--- config.mk ---
export PLATFORM = sky130hd
export DESIGN_NAME = cm_sysctl
export DESIGN_NICKNAME = d
export VERILOG_FILES = /design/src/rtl/cm_sysctl_pkg.sv /design/src/rtl/cm_sysctl_ctrl.sv /design/src/rtl/cm_sysctl_dp.sv /design/src/rtl/cm_sysctl.sv
export SDC_FILE = /design/constraint.sdc
export NUM_CORES = 1
export LEC_CHECK = 0
export ABC_CLOCK_PERIOD_IN_PS = 2600
export CORE_ASPECT_RATIO = 0.5
export CORE_MARGIN = 1.5
export CORE_UTILIZATION = 40
export CTS_CLUSTER_SIZE = 28
export DETAILED_ROUTE_END_ITERATION = 8
export DONT_BUFFER_PORTS = 1
export SYNTH_ARGS = -nofsm -noshare
export SYNTH_HDL_FRONTEND = slang
export SYNTH_SLANG_ARGS = --single-unit
export TNS_END_PERCENT = 5
--- constraint.sdc ---
create_clock -name clk -period 2.6 [get_ports clk]
set_input_delay 0.26 -clock clk [delete_from_list [all_inputs] [get_ports clk]]
set_output_delay 0.26 -clock clk [all_outputs]
set_load 0.02 [all_outputs]
--- src/rtl/cm_sysctl_pkg.sv ---
package cm_sysctl_pkg;

  localparam logic [31:0] ID_VALUE     = 32'h411A_3001;
  localparam logic [31:0] STAT_VALUE   = 32'h0010_0000;
  localparam logic [15:0] UNLOCK_KEY   = 16'hA05F;
  localparam logic [31:0] OSC_RESET    = 32'h0100_0048;
  localparam logic [31:0] AUX_RESET    = 32'h0007_FEFF;
  localparam logic [31:0] SDRAM_BASE   = 32'h0001_1122;
  localparam logic [31:0] INIT_RESET   = 32'h0000_0112;

  // Write strobes from the decoder to the datapath, one per target.
  typedef struct packed {
    logic osc;
    logic aux;
    logic ctrl;
    logic lock;
    logic sdram;
    logic init;
    logic flagSet;
    logic flagClr;
    logic nvSet;
    logic nvClr;
  } wrStrobes_t;

  typedef enum logic [3:0] {
    RD_ZERO, RD_ID, RD_STAT, RD_OSC, RD_CTRL, RD_LOCK, RD_AUX,
    RD_SDRAM, RD_INIT, RD_COUNT, RD_FLAGS, RD_NVFLAGS, RD_DESC
  } rdSel_t;

  function automatic logic [31:0] sizeCode(input int memMb);
    if (memMb >= 256)      return 32'h10;
    else if (memMb >= 128) return 32'h0C;
    else if (memMb >= 64)  return 32'h08;
    else if (memMb >= 32)  return 32'h04;
    else                   return 32'h00;
  endfunction

  function automatic logic [7:0] descByte(input int idx, input int memMb);
    case (idx)
      0:  return 8'h80;
      1:  return 8'h08;
      2:  return 8'h04;
      31: begin
        if (memMb >= 256)      return 8'd64;
        else if (memMb >= 128) return 8'd32;
        else if (memMb >= 64)  return 8'd16;
        else if (memMb >= 32)  return 8'd4;
        else                   return 8'd2;
      end
      default: return 8'h00;
    endcase
  endfunction

endpackage

--- src/rtl/cm_sysctl_ctrl.sv ---
module cm_sysctl_ctrl
  import cm_sysctl_pkg::*;
#(
  parameter int AW         = 10,
  parameter int DESC_WBASE = 64,
  parameter int DESC_WORDS = 32,
  localparam int DIW       = $clog2(DESC_WORDS)
) (
  input  logic          busSel,
  input  logic          busWrite,
  input  logic [AW-1:0] busWordAddr,
  output wrStrobes_t    wrStb,
  output rdSel_t        rdSel,
  output logic [DIW-1:0] descIdx
);

  localparam logic [AW-DIW-1:0] DESC_TAG = (AW-DIW)'(DESC_WBASE >> DIW);

  logic doWrite;
  logic inDesc;

  assign doWrite = busSel & busWrite;
  assign inDesc  = (busWordAddr[AW-1:DIW] == DESC_TAG);
  assign descIdx = busWordAddr[DIW-1:0];

  always_comb begin
    wrStb = '0;
    rdSel = RD_ZERO;
    case (int'(busWordAddr))
      0:  rdSel = RD_ID;
      2:  begin rdSel = RD_OSC;   wrStb.osc   = doWrite; end
      3:  begin rdSel = RD_CTRL;  wrStb.ctrl  = doWrite; end
      4:  rdSel = RD_STAT;
      5:  begin rdSel = RD_LOCK;  wrStb.lock  = doWrite; end
      7:  begin rdSel = RD_AUX;   wrStb.aux   = doWrite; end
      8:  begin rdSel = RD_SDRAM; wrStb.sdram = doWrite; end
      9:  begin rdSel = RD_INIT;  wrStb.init  = doWrite; end
      10: rdSel = RD_COUNT;
      12: begin rdSel = RD_FLAGS;   wrStb.flagSet = doWrite; end
      13: wrStb.flagClr = doWrite;
      14: begin rdSel = RD_NVFLAGS; wrStb.nvSet   = doWrite; end
      15: wrStb.nvClr = doWrite;
      default: if (inDesc) rdSel = RD_DESC;
    endcase
  end

endmodule

--- src/rtl/cm_sysctl_dp.sv ---
module cm_sysctl_dp
  import cm_sysctl_pkg::*;
#(
  parameter int MEM_MB     = 128,
  parameter int DESC_WORDS = 32,
  localparam int DIW       = $clog2(DESC_WORDS)
) (
  input  logic           clk,
  input  logic           rstN,
  input  logic           refTick,
  input  wrStrobes_t     wrStb,
  input  rdSel_t         rdSel,
  input  logic [DIW-1:0] descIdx,
  input  logic [31:0]    busWdata,
  output logic [31:0]    busRdata,
  output logic           ledOn,
  output logic           flashAtZero,
  output logic           resetReq
);

  localparam logic [31:0] SDRAM_RESET = SDRAM_BASE | sizeCode(MEM_MB);

  logic [31:0] oscReg, auxReg, sdramReg, initReg, countReg;
  logic [31:0] flagsReg, nvFlagsReg;
  logic [15:0] lockReg;
  logic        ledBit, remapBit;
  logic        unlocked;
  logic [7:0]  descRom [DESC_WORDS];

  for (genvar i = 0; i < DESC_WORDS; i++) begin : g_desc
    assign descRom[i] = descByte(i, MEM_MB);
  end

  assign unlocked = (lockReg == UNLOCK_KEY);

  always_ff @(posedge clk) begin
    if (!rstN) begin
      oscReg     <= OSC_RESET;
      auxReg     <= AUX_RESET;
      sdramReg   <= SDRAM_RESET;
      initReg    <= INIT_RESET;
      lockReg    <= '0;
      ledBit     <= 1'b0;
      remapBit   <= 1'b0;
      flagsReg   <= '0;
      nvFlagsReg <= '0;
      resetReq   <= 1'b0;
    end else begin
      if (wrStb.osc && unlocked) oscReg <= busWdata;
      if (wrStb.aux && unlocked) auxReg <= busWdata;
      if (wrStb.sdram) sdramReg <= busWdata;
      if (wrStb.init)  initReg  <= busWdata;
      if (wrStb.lock)  lockReg  <= busWdata[15:0];
      if (wrStb.ctrl) begin
        ledBit   <= busWdata[0];
        remapBit <= busWdata[2];
      end
      if (wrStb.flagSet) flagsReg <= flagsReg | busWdata;
      else if (wrStb.flagClr) flagsReg <= flagsReg & ~busWdata;
      if (wrStb.nvSet) nvFlagsReg <= nvFlagsReg | busWdata;
      else if (wrStb.nvClr) nvFlagsReg <= nvFlagsReg & ~busWdata;
      resetReq <= wrStb.ctrl & busWdata[3];
    end
  end

  always_ff @(posedge clk) begin
    if (!rstN)        countReg <= '0;
    else if (refTick) countReg <= countReg + 32'd1;
  end

  always_comb begin
    case (rdSel)
      RD_ID:      busRdata = ID_VALUE;
      RD_STAT:    busRdata = STAT_VALUE;
      RD_OSC:     busRdata = oscReg;
      RD_CTRL:    busRdata = {29'd0, remapBit, 1'b0, ledBit};
      RD_LOCK:    busRdata = {15'd0, unlocked, lockReg};
      RD_AUX:     busRdata = auxReg;
      RD_SDRAM:   busRdata = sdramReg;
      RD_INIT:    busRdata = initReg;
      RD_COUNT:   busRdata = countReg;
      RD_FLAGS:   busRdata = flagsReg;
      RD_NVFLAGS: busRdata = nvFlagsReg;
      RD_DESC:    busRdata = {24'd0, descRom[descIdx]};
      default:    busRdata = '0;
    endcase
  end

  assign ledOn       = ledBit;
  assign flashAtZero = ~remapBit;

  assert_osc_locked_R3: assert property (@(posedge clk) disable iff (!rstN)
    (wrStb.osc && !unlocked) |=> $stable(oscReg));
  assert_aux_locked_R3: assert property (@(posedge clk) disable iff (!rstN)
    (wrStb.aux && !unlocked) |=> $stable(auxReg));
  assert_count_step_R7: assert property (@(posedge clk) disable iff (!rstN)
    refTick |=> countReg == $past(countReg) + 32'd1);
  assert_count_hold_R7: assert property (@(posedge clk) disable iff (!rstN)
    !refTick |=> $stable(countReg));
  assert_reset_cause_R5: assert property (@(posedge clk) disable iff (!rstN)
    (wrStb.ctrl && busWdata[3]) |=> resetReq);
  assert_reset_pulse_R5: assert property (@(posedge clk) disable iff (!rstN)
    !(wrStb.ctrl && busWdata[3]) |=> !resetReq);
  assert_remap_flash_R4: assert property (@(posedge clk) disable iff (!rstN)
    (wrStb.ctrl && busWdata[2]) |=> !flashAtZero);
  assert_flag_clear_R6: assert property (@(posedge clk) disable iff (!rstN)
    wrStb.flagClr |=> (flagsReg & $past(busWdata)) == 32'd0);

endmodule

--- src/rtl/cm_sysctl.sv ---
module cm_sysctl
  import cm_sysctl_pkg::*;
#(
  parameter int MEM_MB     = 128,
  parameter int AW         = 10,
  parameter int DESC_WBASE = 64,
  parameter int DESC_WORDS = 32
) (
  input  logic          clk,
  input  logic          rstN,
  input  logic          refTick,
  input  logic          busSel,
  input  logic          busWrite,
  input  logic [AW-1:0] busWordAddr,
  input  logic [31:0]   busWdata,
  output logic [31:0]   busRdata,
  output logic          ledOn,
  output logic          flashAtZero,
  output logic          resetReq
);

  localparam int DIW = $clog2(DESC_WORDS);

  wrStrobes_t     wrStb;
  rdSel_t         rdSel;
  logic [DIW-1:0] descIdx;

  cm_sysctl_ctrl #(
    .AW(AW), .DESC_WBASE(DESC_WBASE), .DESC_WORDS(DESC_WORDS)
  ) u_ctrl (
    .busSel(busSel), .busWrite(busWrite), .busWordAddr(busWordAddr),
    .wrStb(wrStb), .rdSel(rdSel), .descIdx(descIdx)
  );

  cm_sysctl_dp #(
    .MEM_MB(MEM_MB), .DESC_WORDS(DESC_WORDS)
  ) u_dp (
    .clk(clk), .rstN(rstN), .refTick(refTick),
    .wrStb(wrStb), .rdSel(rdSel), .descIdx(descIdx), .busWdata(busWdata),
    .busRdata(busRdata), .ledOn(ledOn), .flashAtZero(flashAtZero),
    .resetReq(resetReq)
  );

endmodule

==> results of run 1 <==
[metrics by stage]
| stage | instance area (um2) | utilization, % |
|---|---|---|
| 2_1_floorplan | 11500 | - |
| 3_3_place_gp | 11800 | 42.3 |
| 3_5_place_dp | 11800 | 42.3 |
| 4_1_cts | 13000 | 46.7 |
| 5_1_grt | 13100 | 46.8 |
| 6_report | 13100 | 46.8 |
[worst max-delay path by stage]
| stage | startpoint | endpoint | slack, ns | cells after the start |
|---|---|---|---|---|
| global route | u_dp.countReg[13] | u_dp.countReg[31] | 0.02 | 4 |
| floorplan | busWordAddr[5] | busRdata[3] | 0.41 | 7 |
| finish | u_dp.countReg[13] | u_dp.countReg[31] | 0.19 | 4 |
| CTS | u_dp.countReg[4] | u_dp.countReg[31] | 0.19 | 4 |
| detailed placement | u_dp.countReg[4] | u_dp.countReg[31] | 0.20 | 4 |
| global placement | u_dp.countReg[4] | u_dp.countReg[31] | 0.25 | 4 |
[placed cells by master, fill, tap and decap left out, drive strengths merged, types with 5 or more instances in the layout]
cell / instances
nor4b: 5
nor4: 14
nand4: 52
o21ai: 73
nor2b: 6
nor3: 11
o31ai: 13
buf: 83
nor2: 22
mux2i: 12
a22oi: 54
nand2: 202
a22o: 12
a32o: 19
nand3: 98
and4: 12
inv: 12
xor2: 6
a31oi: 14
dfxtp: 243
a311oi: 46
and3: 7
mux2: 12
or4: 18
dlygate4sd3: 35
clkbuf: 37
a221oi: 8
a222oi: 8
a32oi: 12
or3: 7
a21oi: 167
[what timing repair did]
item                                    CTS  global route
endpoints found under the setup margin    0             1
hold buffers                             36             0
hold endpoints to repair                217             0
gates resized for setup                   0             1
[final cells by class]
cell class | count | area [um2]
fill | 2650 | 14900
multi-input combinational | 946 | 5740
sequential | 243 | 4860
timing repair buffer | 118 | 1070
clock buffer | 37 | 751
tap | 382 | 478
clock inverter | 6 | 105
inverter | 12 | 50.0
antenna | 2 | 5.00
[synthesized netlist by cell type, types with 8 or more instances]
master / count / share of area (%)
mux2i_1: 12 / 1.0
mux2_2: 12 / 1.2
a222oi_1: 8 / 0.70
inv_1: 12 / 0.39
a311oi_1: 46 / 3.5
buf_2: 40 / 1.7
a32oi_1: 12 / 0.92
dfxtp_1: 243 / 42
nand4_1: 52 / 2.8
a22oi_1: 54 / 3.5
buf_4: 20 / 1.3
nor3_1: 9 / 0.39
a21oi_1: 167 / 7.3
o21ai_0: 73 / 3.2
nand2_1: 202 / 6.6
and4_1: 12 / 0.92
a221oi_1: 8 / 0.61
a31oi_1: 14 / 0.76
nand3_1: 98 / 4.3
a22o_1: 12 / 0.92
or4_1: 17 / 1.1
nor4_1: 8 / 0.44
buf_6: 10 / 0.98
a32o_1: 19 / 1.7
o31ai_1: 13 / 0.85
clkbuf_1: 97 / 3.2
nor2_1: 21 / 0.69
[kinds of logic after synthesis]
family | share of synthesized area, %
flops | 42.5
compound gates | 24.9
simple gates | 21.6
fa+ha+maj | 0.109
mux | 2.43
xor+xnor | 0.765
buf+inv | 7.75
[power groups by stage]
stage	combinational (mW)	sequential (mW)	clock, mW
4_1_cts	0.322	3.73	3.83
5_1_grt	0.347	3.73	3.98
3_5_place_dp	0.190	3.81	0
6_report	0.333	3.73	3.80
3_3_place_gp	0.188	3.81	0
2_1_floorplan	0.238	3.81	0
[per-layer routing]
| metal | share of wire [%] | routed length, um |
|---|---|---|
| met5 | 0.069 | 30 |
| met4 | 3.5 | 1540 |
| met3 | 12 | 5010 |
| met2 | 43 | 18800 |
| met1 | 42 | 18100 |
[worst max-delay path: stages, from the launching register on]
cell	delay (ns)
dfxtp_1	0.46
nand4_1	0.23
or4_1	0.83
nor4_1	0.58
mux2i_1	0.23
==> impl_metrics.env, run 1 <==
export IMPL_io_pins=82
export IMPL_ys_ff_latch=243
export IMPL_design_power_total_mw=7.87
export IMPL_synth_top_flop_cell="dfxtp_1"
export IMPL_dp_slack_ns=0.201
export IMPL_die_w_um=242
export IMPL_clockPowerShare_pct=48.3
export IMPL_area_delta_synth_final_pct=14.0
export IMPL_first_pass_iters=6
export IMPL_critical_path_class="reg2reg"
export IMPL_synth_edf_count=0
export IMPL_detail_route_iter0_violations=1693
export IMPL_drv_slew=0
export IMPL_grt_busiest_layer="met2"
export IMPL_ys_seq_area_share_pct=42.5
export IMPL_power_internal_mw=6.10
export IMPL_powerDensity_nw_per_um2=602
export IMPL_grt_pass1_wl_um=65900
export IMPL_regToRegStartpoint="u_dp.countReg[13]"
export IMPL_grt_pass1_vias=10730
export IMPL_rrSetupSlack_ns=0.19
export IMPL_end_kind="flop"
export IMPL_clockBufferDepth=3
export IMPL_gr_usage_all_layers_pct=28.8
export IMPL_min_to="u_dp.auxReg[18]"
export IMPL_ys_types=56
export IMPL_wire_per_inst_um=24.9
export IMPL_dieHeight_um=123
export IMPL_yosysWarnings=0
export IMPL_insertion_delay_ns=0.54
export IMPL_clockRootBuffer="clkbuf_16"
export IMPL_arrival_ns=2.87
export IMPL_nNetsFinal=1393
export IMPL_drive_gt1_share_pct=11.5
export IMPL_p_sw_mw=1.77
export IMPL_cts_num_sinks=243
export IMPL_syn_nets=1420
export IMPL_ir_worst_vdd_mv=0.453
export IMPL_crit_fanout=21
export IMPL_worst_slew_pin_slew_ns=1.00
export IMPL_postSynthAreaPerCell_um2=8.35
export IMPL_dr_total_vias=11467
export IMPL_dieArea_um2=29700
export IMPL_start_util_pct=41.0
export IMPL_clk_pin_slew_ns=0.06
export IMPL_fp_row_count=43
export IMPL_fin_cells=1746
export IMPL_dpl_cell_count=1665
export IMPL_setup_viol=0
export IMPL_p_sw_share_pct=22.5
export IMPL_ant_nets=0
export IMPL_rsz0062_at_grt="false"
export IMPL_cp_start_kind="flop"
export IMPL_finClkSkew_ns=0.00747
export IMPL_timing_slew_headroom_pct=32.8
export IMPL_layout_min_cycle_time_ns=2.41
export IMPL_pwr_share_comb_pct=4.2
export IMPL_grt_max_degree=65
export IMPL_antenna_found_initial=5
export IMPL_grtUsageMet1_pct=39.1
export IMPL_core_area_um2=27900
export IMPL_place_gp_congestion=0.883
export IMPL_portBuffers=0
export IMPL_use_met2_pct=44.2
export IMPL_min_from="rstN"
export IMPL_vias_per_cell=6.57
export IMPL_async_flop_share_pct=0
export IMPL_timing_hold_ws_ns=0.0515
export IMPL_hold_path_class="in2reg"
export IMPL_whs_path_depth=2
export IMPL_finalHoldViolations=0
export IMPL_cap_violations=0
export IMPL_drt_total_wl_um=43500
export IMPL_seqPwrFrac_pct=47.4
export IMPL_worstRegToRegCells=4
export IMPL_min_period_over_period_pct=92.7
export IMPL_globalRoute_totalOverflow=0
export IMPL_syn_instance_count=1372
export IMPL_setup_ws_ns=0.189
export IMPL_htree_levels=1
export IMPL_outcome="completed"
export IMPL_globalRouteMet3Util_pct=7.13
export IMPL_hpwlAfterDp_um=26400
export IMPL_fin_setup_tns_ns=0
export IMPL_drc=0
export IMPL_cts_setup_buffers=0
export IMPL_reg2reg_to="u_dp.countReg[31]"
export IMPL_p_leak_nw=4.22
export IMPL_fmax_mhz=415
export IMPL_syn_area_um2=11500
export IMPL_critPathRequiredTime_ns=3.06
export IMPL_cts_buffers=24
export IMPL_cts_tree="built"
No activity file was read; power rests on OpenSTA's default activity.
==> run 2, diff against run 1 <==
--- a/config.mk
+++ b/config.mk
@@ -5,13 +5,16 @@
 export SDC_FILE = /design/constraint.sdc
 export NUM_CORES = 1
 export LEC_CHECK = 0
-export ABC_CLOCK_PERIOD_IN_PS = 2600
+export ABC_CLOCK_PERIOD_IN_PS = 3000
+export CELL_PAD_IN_SITES_DETAIL_PLACEMENT = 1
+export CELL_PAD_IN_SITES_GLOBAL_PLACEMENT = 2
 export CORE_ASPECT_RATIO = 0.5
 export CORE_MARGIN = 1.5
 export CORE_UTILIZATION = 40
 export CTS_CLUSTER_SIZE = 28
 export DETAILED_ROUTE_END_ITERATION = 8
 export DONT_BUFFER_PORTS = 1
+export PLACE_DENSITY_LB_ADDON = 0.1
 export SYNTH_ARGS = -nofsm -noshare
 export SYNTH_HDL_FRONTEND = slang
 export SYNTH_SLANG_ARGS = --single-unit
==> constraint.sdc (replaced) <==
create_clock -name clk -period 3 [get_ports clk]
set_input_delay 0.3 -clock clk [delete_from_list [all_inputs] [get_ports clk]]
set_output_delay 0.3 -clock clk [all_outputs]
set_load 0.02 [all_outputs]
==> run 2 against run 1 <==
Maximum frequency decreased by 4.2%. Global-route usage grew 3.4 points. Sequential share of layout area is 0.65 points higher. Clock power down 18%. Wire length is 12% higher. Combinational power is 13% lower. Clock skew grew 0.012 ns. Register-to-register slack improved by 0.29 ns. Flip-flop and latch count unchanged. Core utilization down 0.80 points. Hold slack worse by 0.020 ns. Power down 16%.
==> impl_metrics.env, run 2 (synthesis results as in run 1) <==
export IMPL_cp_cell_sequence="ha_1 > inv_1 > or4_1 > or4_1 > a21oi_1"
export IMPL_crit_fanout=20
export IMPL_cts_buffers=25
export IMPL_whs_path_depth=2
export IMPL_hold_path_class="in2reg"
export IMPL_insertion_delay_ns=0.55
export IMPL_cp_common_cell="or4_1"
export IMPL_globalRoute_totalOverflow=0
export IMPL_htree_levels=1
export IMPL_setup_ws_ns=0.482
export IMPL_powerDensity_nw_per_um2=517
export IMPL_slowest_delay_ns=0.85
export IMPL_place_gp_congestion=0.836
export IMPL_placed_area_um2=11700
export IMPL_drt_total_wl_um=48800
export IMPL_wire_per_inst_um=28.3
export IMPL_drv_slew=0
export IMPL_fmax_mhz=397
export IMPL_die_w_um=242
export IMPL_grt_pass1_vias=11143
export IMPL_finClkSkew_ns=0.0197
export IMPL_detail_route_iter0_violations=1161
export IMPL_layout_min_cycle_time_ns=2.52
export IMPL_portBuffers=0
export IMPL_timing_slew_headroom_pct=45.6
export IMPL_cts_setup_buffers=0
export IMPL_timing_hold_ws_ns=0.0312
export IMPL_io_pins=82
export IMPL_regToRegStartpoint="u_dp.countReg[0]"
export IMPL_rrSetupSlack_ns=0.48
export IMPL_worst_slew_pin_slew_ns=0.816
export IMPL_cp_top_family="simple AND/OR/NAND/NOR gates"
export IMPL_gr_usage_all_layers_pct=32.2
export IMPL_grt_max_degree=89
export IMPL_critPathRequiredTime_ns=3.46
export IMPL_cts_resized=0
export IMPL_p_leak_nw=4.10
export IMPL_core_area_um2=27900
export IMPL_final_area_um2=12800
export IMPL_critical_path_class="reg2reg"
export IMPL_cp_start_kind="flop"
export IMPL_drc=0
export IMPL_start_util_pct=41.0
export IMPL_final_cell_mix="dfxtp_1 (243), nand2_1 (202), a21oi_1 (167)"
export IMPL_clockRootBuffer="clkbuf_16"
export IMPL_dr_total_vias=11427
export IMPL_reg2reg_to="u_dp.countReg[30]"
export IMPL_final_common_cell="dfxtp_1"
export IMPL_finalHoldViolations=0
export IMPL_fill_cells=3254
export IMPL_clk_pin_slew_ns=0.07
export IMPL_dp_slack_ns=0.489
export IMPL_antenna_cells=0
export IMPL_min_from="busWordAddr[1]"
export IMPL_ir_worst_vdd_mv=0.418
export IMPL_outcome="completed"
export IMPL_dieArea_um2=29700
export IMPL_worstRegToRegCells=5
export IMPL_min_period_over_period_pct=83.9
export IMPL_grt_pass1_wl_um=72600
export IMPL_end_kind="flop"
export IMPL_cp_slowest_cell="or4_1"
export IMPL_vias_per_cell=6.62
export IMPL_nNetsFinal=1375
export IMPL_area_delta_synth_final_pct=12.0
export IMPL_setup_viol=0
export IMPL_cap_violations=0
export IMPL_fin_setup_tns_ns=0
export IMPL_arrival_ns=2.98
export IMPL_antenna_found_initial=0
export IMPL_cts_num_sinks=243
export IMPL_cts_tree="built"
export IMPL_rsz0062_at_grt="false"
export IMPL_dieHeight_um=123
export IMPL_design_power_total_mw=6.64
export IMPL_path_buf_inv=1
export IMPL_first_pass_iters=6
export IMPL_clockBufferDepth=3
export IMPL_ctsHoldBuffers=35
export IMPL_fp_row_count=43
export IMPL_hpwlAfterDp_um=29200
export IMPL_ant_nets=0
export IMPL_drive_gt1_share_pct=10.5
[run 2: worst max path at each step]
stage	end	start	slack, ns	cells after the start
after floorplan	busRdata[3]	busWordAddr[5]	0.73	7
after global placement	busRdata[8]	busWordAddr[5]	0.61	5
after detailed placement	u_dp.countReg[30]	u_dp.countReg[0]	0.49	5
after CTS	u_dp.countReg[30]	u_dp.countReg[0]	0.48	5
after global routing	u_dp.countReg[18]	u_dp.countReg[0]	0.35	5
final	u_dp.countReg[30]	u_dp.countReg[0]	0.48	5
[run 2: where the power goes]
part           internal, mW  leakage (nW)  switching, mW  total (mW)
clock network          1.73         0.405           1.39        3.12
registers              3.23          1.96        0.00439        3.23
logic                0.0827          1.73          0.206       0.289
total                  5.04          4.10           1.60        6.64
[run 2: layout make-up]
class	count	area, um2	share of cell area (%)
Multi-Input combinational cell	946	5730	44.7
Sequential cell	243	4860	37.9
Timing Repair Buffer	99	911	7.10
Clock buffer	35	743	5.79
Tap cell	382	478	3.72
Clock inverter	9	55.1	0.429
Inverter	12	50.0	0.390
[run 2: worst reg2reg max path, cell delays in order, from the launching register on]
cell and delay [ns]:
dfxtp_1 0.42, ha_1 0.31, inv_1 0.08, or4_1 0.85
or4_1 0.62, a21oi_1 0.16
[run 2: through the flow]
| stage | cells | util, % |
|---|---|---|
| 6_report | 1726 | 46.0 |
| 3_3_place_gp | 1647 | 41.8 |
| 2_1_floorplan | 1372 | - |
| 5_1_grt | 1726 | 46.0 |
| 3_5_place_dp | 1647 | 41.8 |
| 4_1_cts | 1726 | 46.0 |
[run 2: metal layers]
layer / global-route usage (%) / wire (um) / up-vias
met5: 0 / 0 / -
met4: 9.65 / 1460 / 0
met3: 6.91 / 3870 / 96
met2: 51.1 / 21400 / 462
met1: 44.2 / 22000 / 5847
li1: - / - / 5022
==> run 3, diff against run 2 <==
--- a/config.mk
+++ b/config.mk
@@ -5,12 +5,12 @@
 export SDC_FILE = /design/constraint.sdc
 export NUM_CORES = 1
 export LEC_CHECK = 0
-export ABC_CLOCK_PERIOD_IN_PS = 3000
+export ABC_CLOCK_PERIOD_IN_PS = 2500
 export CELL_PAD_IN_SITES_DETAIL_PLACEMENT = 1
 export CELL_PAD_IN_SITES_GLOBAL_PLACEMENT = 2
 export CORE_ASPECT_RATIO = 0.5
 export CORE_MARGIN = 1.5
-export CORE_UTILIZATION = 40
+export CORE_UTILIZATION = 39
 export CTS_CLUSTER_SIZE = 28
 export DETAILED_ROUTE_END_ITERATION = 8
 export DONT_BUFFER_PORTS = 1
==> constraint.sdc (replaced) <==
create_clock -name clk -period 2.5 [get_ports clk]
set_input_delay 0.25 -clock clk [delete_from_list [all_inputs] [get_ports clk]]
set_output_delay 0.25 -clock clk [all_outputs]
set_load 0.02 [all_outputs]
==> run 3 against run 2 <==
Critical endpoint is now busRdata[27]. Sequential share of layout area shrank 0.76 points. Power increased by 17%. Count of clock-buffer cells in the layout shrank 3.
==> impl_metrics.env, run 3 (synthesis results as in run 1) <==
export IMPL_antenna_cells=0
export IMPL_fmax_mhz=421
export IMPL_worst_slew_pin_slew_ns=1.09
export IMPL_gr_usage_all_layers_pct=31.8
export IMPL_antenna_found_initial=0
export IMPL_htree_levels=1
export IMPL_ir_worst_vdd_mv=0.426
export IMPL_met3_length_um=3760
export IMPL_powerDensity_nw_per_um2=591
export IMPL_crit_fanout=19
export IMPL_outcome="completed"
export IMPL_drt_total_wl_um=49200
export IMPL_clockBufferDepth=3
export IMPL_grt_pass1_wl_um=72700
export IMPL_critPathRequiredTime_ns=2.25
export IMPL_slowest_delay_ns=0.72
export IMPL_first_pass_iters=6
export IMPL_timing_slew_headroom_pct=27.3
export IMPL_final_cell_mix="dfxtp_1 (243), nand2_1 (202), a21oi_1 (167)"
export IMPL_rrSetupSlack_ns=0.15
export IMPL_cts_buffers=24
export IMPL_highest_layer="met4"
export IMPL_area_delta_synth_final_pct=14.3
export IMPL_arrival_ns=2.12
export IMPL_hpwlAfterDp_um=30800
export IMPL_final_common_cell="dfxtp_1"
export IMPL_portBuffers=0
export IMPL_place_gp_congestion=0.824
export IMPL_cp_cell_sequence="or4_4 > nor4_4 > buf_4 > a22oi_1 > nand4_1 > buf_12"
export IMPL_fp_row_count=44
export IMPL_drive_gt1_share_pct=12.4
export IMPL_layout_min_cycle_time_ns=2.37
export IMPL_clk_pin_slew_ns=0.07
export IMPL_regToRegStartpoint="u_dp.lockReg[8]"
export IMPL_dieHeight_um=124
export IMPL_dr_total_vias=11490
export IMPL_worstRegToRegCells=6
export IMPL_die_w_um=245
export IMPL_clockRootBuffer="clkbuf_16"
export IMPL_rsz0062_at_grt="false"
export IMPL_finalHoldViolations=0
export IMPL_globalRoute_totalOverflow=0
export IMPL_cts_num_sinks=243
export IMPL_vias_per_cell=6.51
export IMPL_grt_max_degree=54
export IMPL_p_leak_nw=4.25
export IMPL_hold_path_class="in2reg"
export IMPL_cts_tree="built"
export IMPL_dieArea_um2=30500
export IMPL_timing_hold_ws_ns=0.0314
export IMPL_wl_met1_um=22800
export IMPL_endpoint="busRdata[27]"
export IMPL_cp_slowest_cell="or4_4"
export IMPL_cp_start_kind="input pin"
export IMPL_wl_met2_um=21500
export IMPL_ant_nets=0
export IMPL_setup_viol=0
export IMPL_grt_pass1_vias=11266
export IMPL_critical_path_class="in2out"
export IMPL_finClkSkew_ns=0.0202
export IMPL_cap_violations=0
export IMPL_drv_slew=0
export IMPL_end_kind="output pin"
export IMPL_start_util_pct=39.6
export IMPL_drc=0
export IMPL_insertion_delay_ns=0.55
export IMPL_wire_per_inst_um=27.8
export IMPL_min_period_over_period_pct=95.0
export IMPL_cts_setup_buffers=0
export IMPL_startpoint="busWordAddr[5]"
export IMPL_core_area_um2=29000
export IMPL_fin_setup_tns_ns=0
export IMPL_detail_route_iter0_violations=1183
export IMPL_reg2reg_to="u_dp.oscReg[24]"
export IMPL_io_pins=82
export IMPL_nNetsFinal=1411
## run 3: critical path: cells and delay by family
kind	cells	cell delay, ns
and+or+nand+nor	3	1.24
buffers and inverters	2	0.47
AOI/OAI and AO/OA	1	0.13
## run 3: repair_timing
action / 4_1_cts / 5_1_grt
endpoints found under the setup margin: 0 / 1
resized for setup: 0 / 3
hold buffers: 36 / 0
endpoints found under the hold margin: 217 / 0
## run 3: how the worst min path moves through the flow
stage / start / endpoint / slack [ns] / cells after the start
final: rstN / u_dp.countReg[2] / 0.03 / 2
after global placement: rstN / u_dp.auxReg[18] / 0.33 / 1
after detailed placement: rstN / u_dp.oscReg[24] / 0.34 / 1
after CTS: rstN / u_dp.countReg[2] / 0.02 / 2
after global routing: rstN / u_dp.auxReg[0] / 0.04 / 2
after floorplan: u_dp.initReg[0] / u_dp.initReg[0] / 0.43 / 2
## run 3: metal layers
layer | global-route usage (%) | up-vias
met3 | 5.88 | 87
met4 | 8.24 | 0
met5 | 0 | -
met2 | 49.5 | 468
li1 | - | 5081
met1 | 45.4 | 5854
## run 3: final cells by class
| type | count | area, um2 |
|---|---|---|
| sequential | 243 | 4860 |
| timing repair buffer | 136 | 1240 |
| multi-input combinational | 946 | 5750 |
| fill | 3399 | 15900 |
| tap | 391 | 489 |
| inverter | 12 | 50.0 |
| clock buffer | 32 | 672 |
| clock inverter | 6 | 32.5 |
## run 3: power breakdown
| group | internal, mW | total [mW] | switching [mW] | leakage, nW |
|---|---|---|---|---|
| logic | 0.108 | 0.370 | 0.262 | 1.94 |
| registers | 3.87 | 3.88 | 0.00556 | 1.96 |
| clock network | 1.87 | 3.49 | 1.62 | 0.348 |
| total | 5.85 | 7.74 | 1.89 | 4.25 |
## run 3: metrics by stage
step / area [um2] / utilization [%] / cells / worst slack, ns / power (mW)
3_3_place_gp: 12000 / 41.4 / 1692 / 0.219 / 4.18
5_1_grt: 13100 / 45.2 / 1766 / 0.0428 / 7.94
3_5_place_dp: 12000 / 41.4 / 1692 / 0.147 / 4.19
2_1_floorplan: 11500 / - / 1372 / 0.327 / 4.21
6_report: 13100 / 45.2 / 1766 / 0.126 / 7.74
4_1_cts: 13100 / 45.2 / 1766 / 0.0681 / 7.78
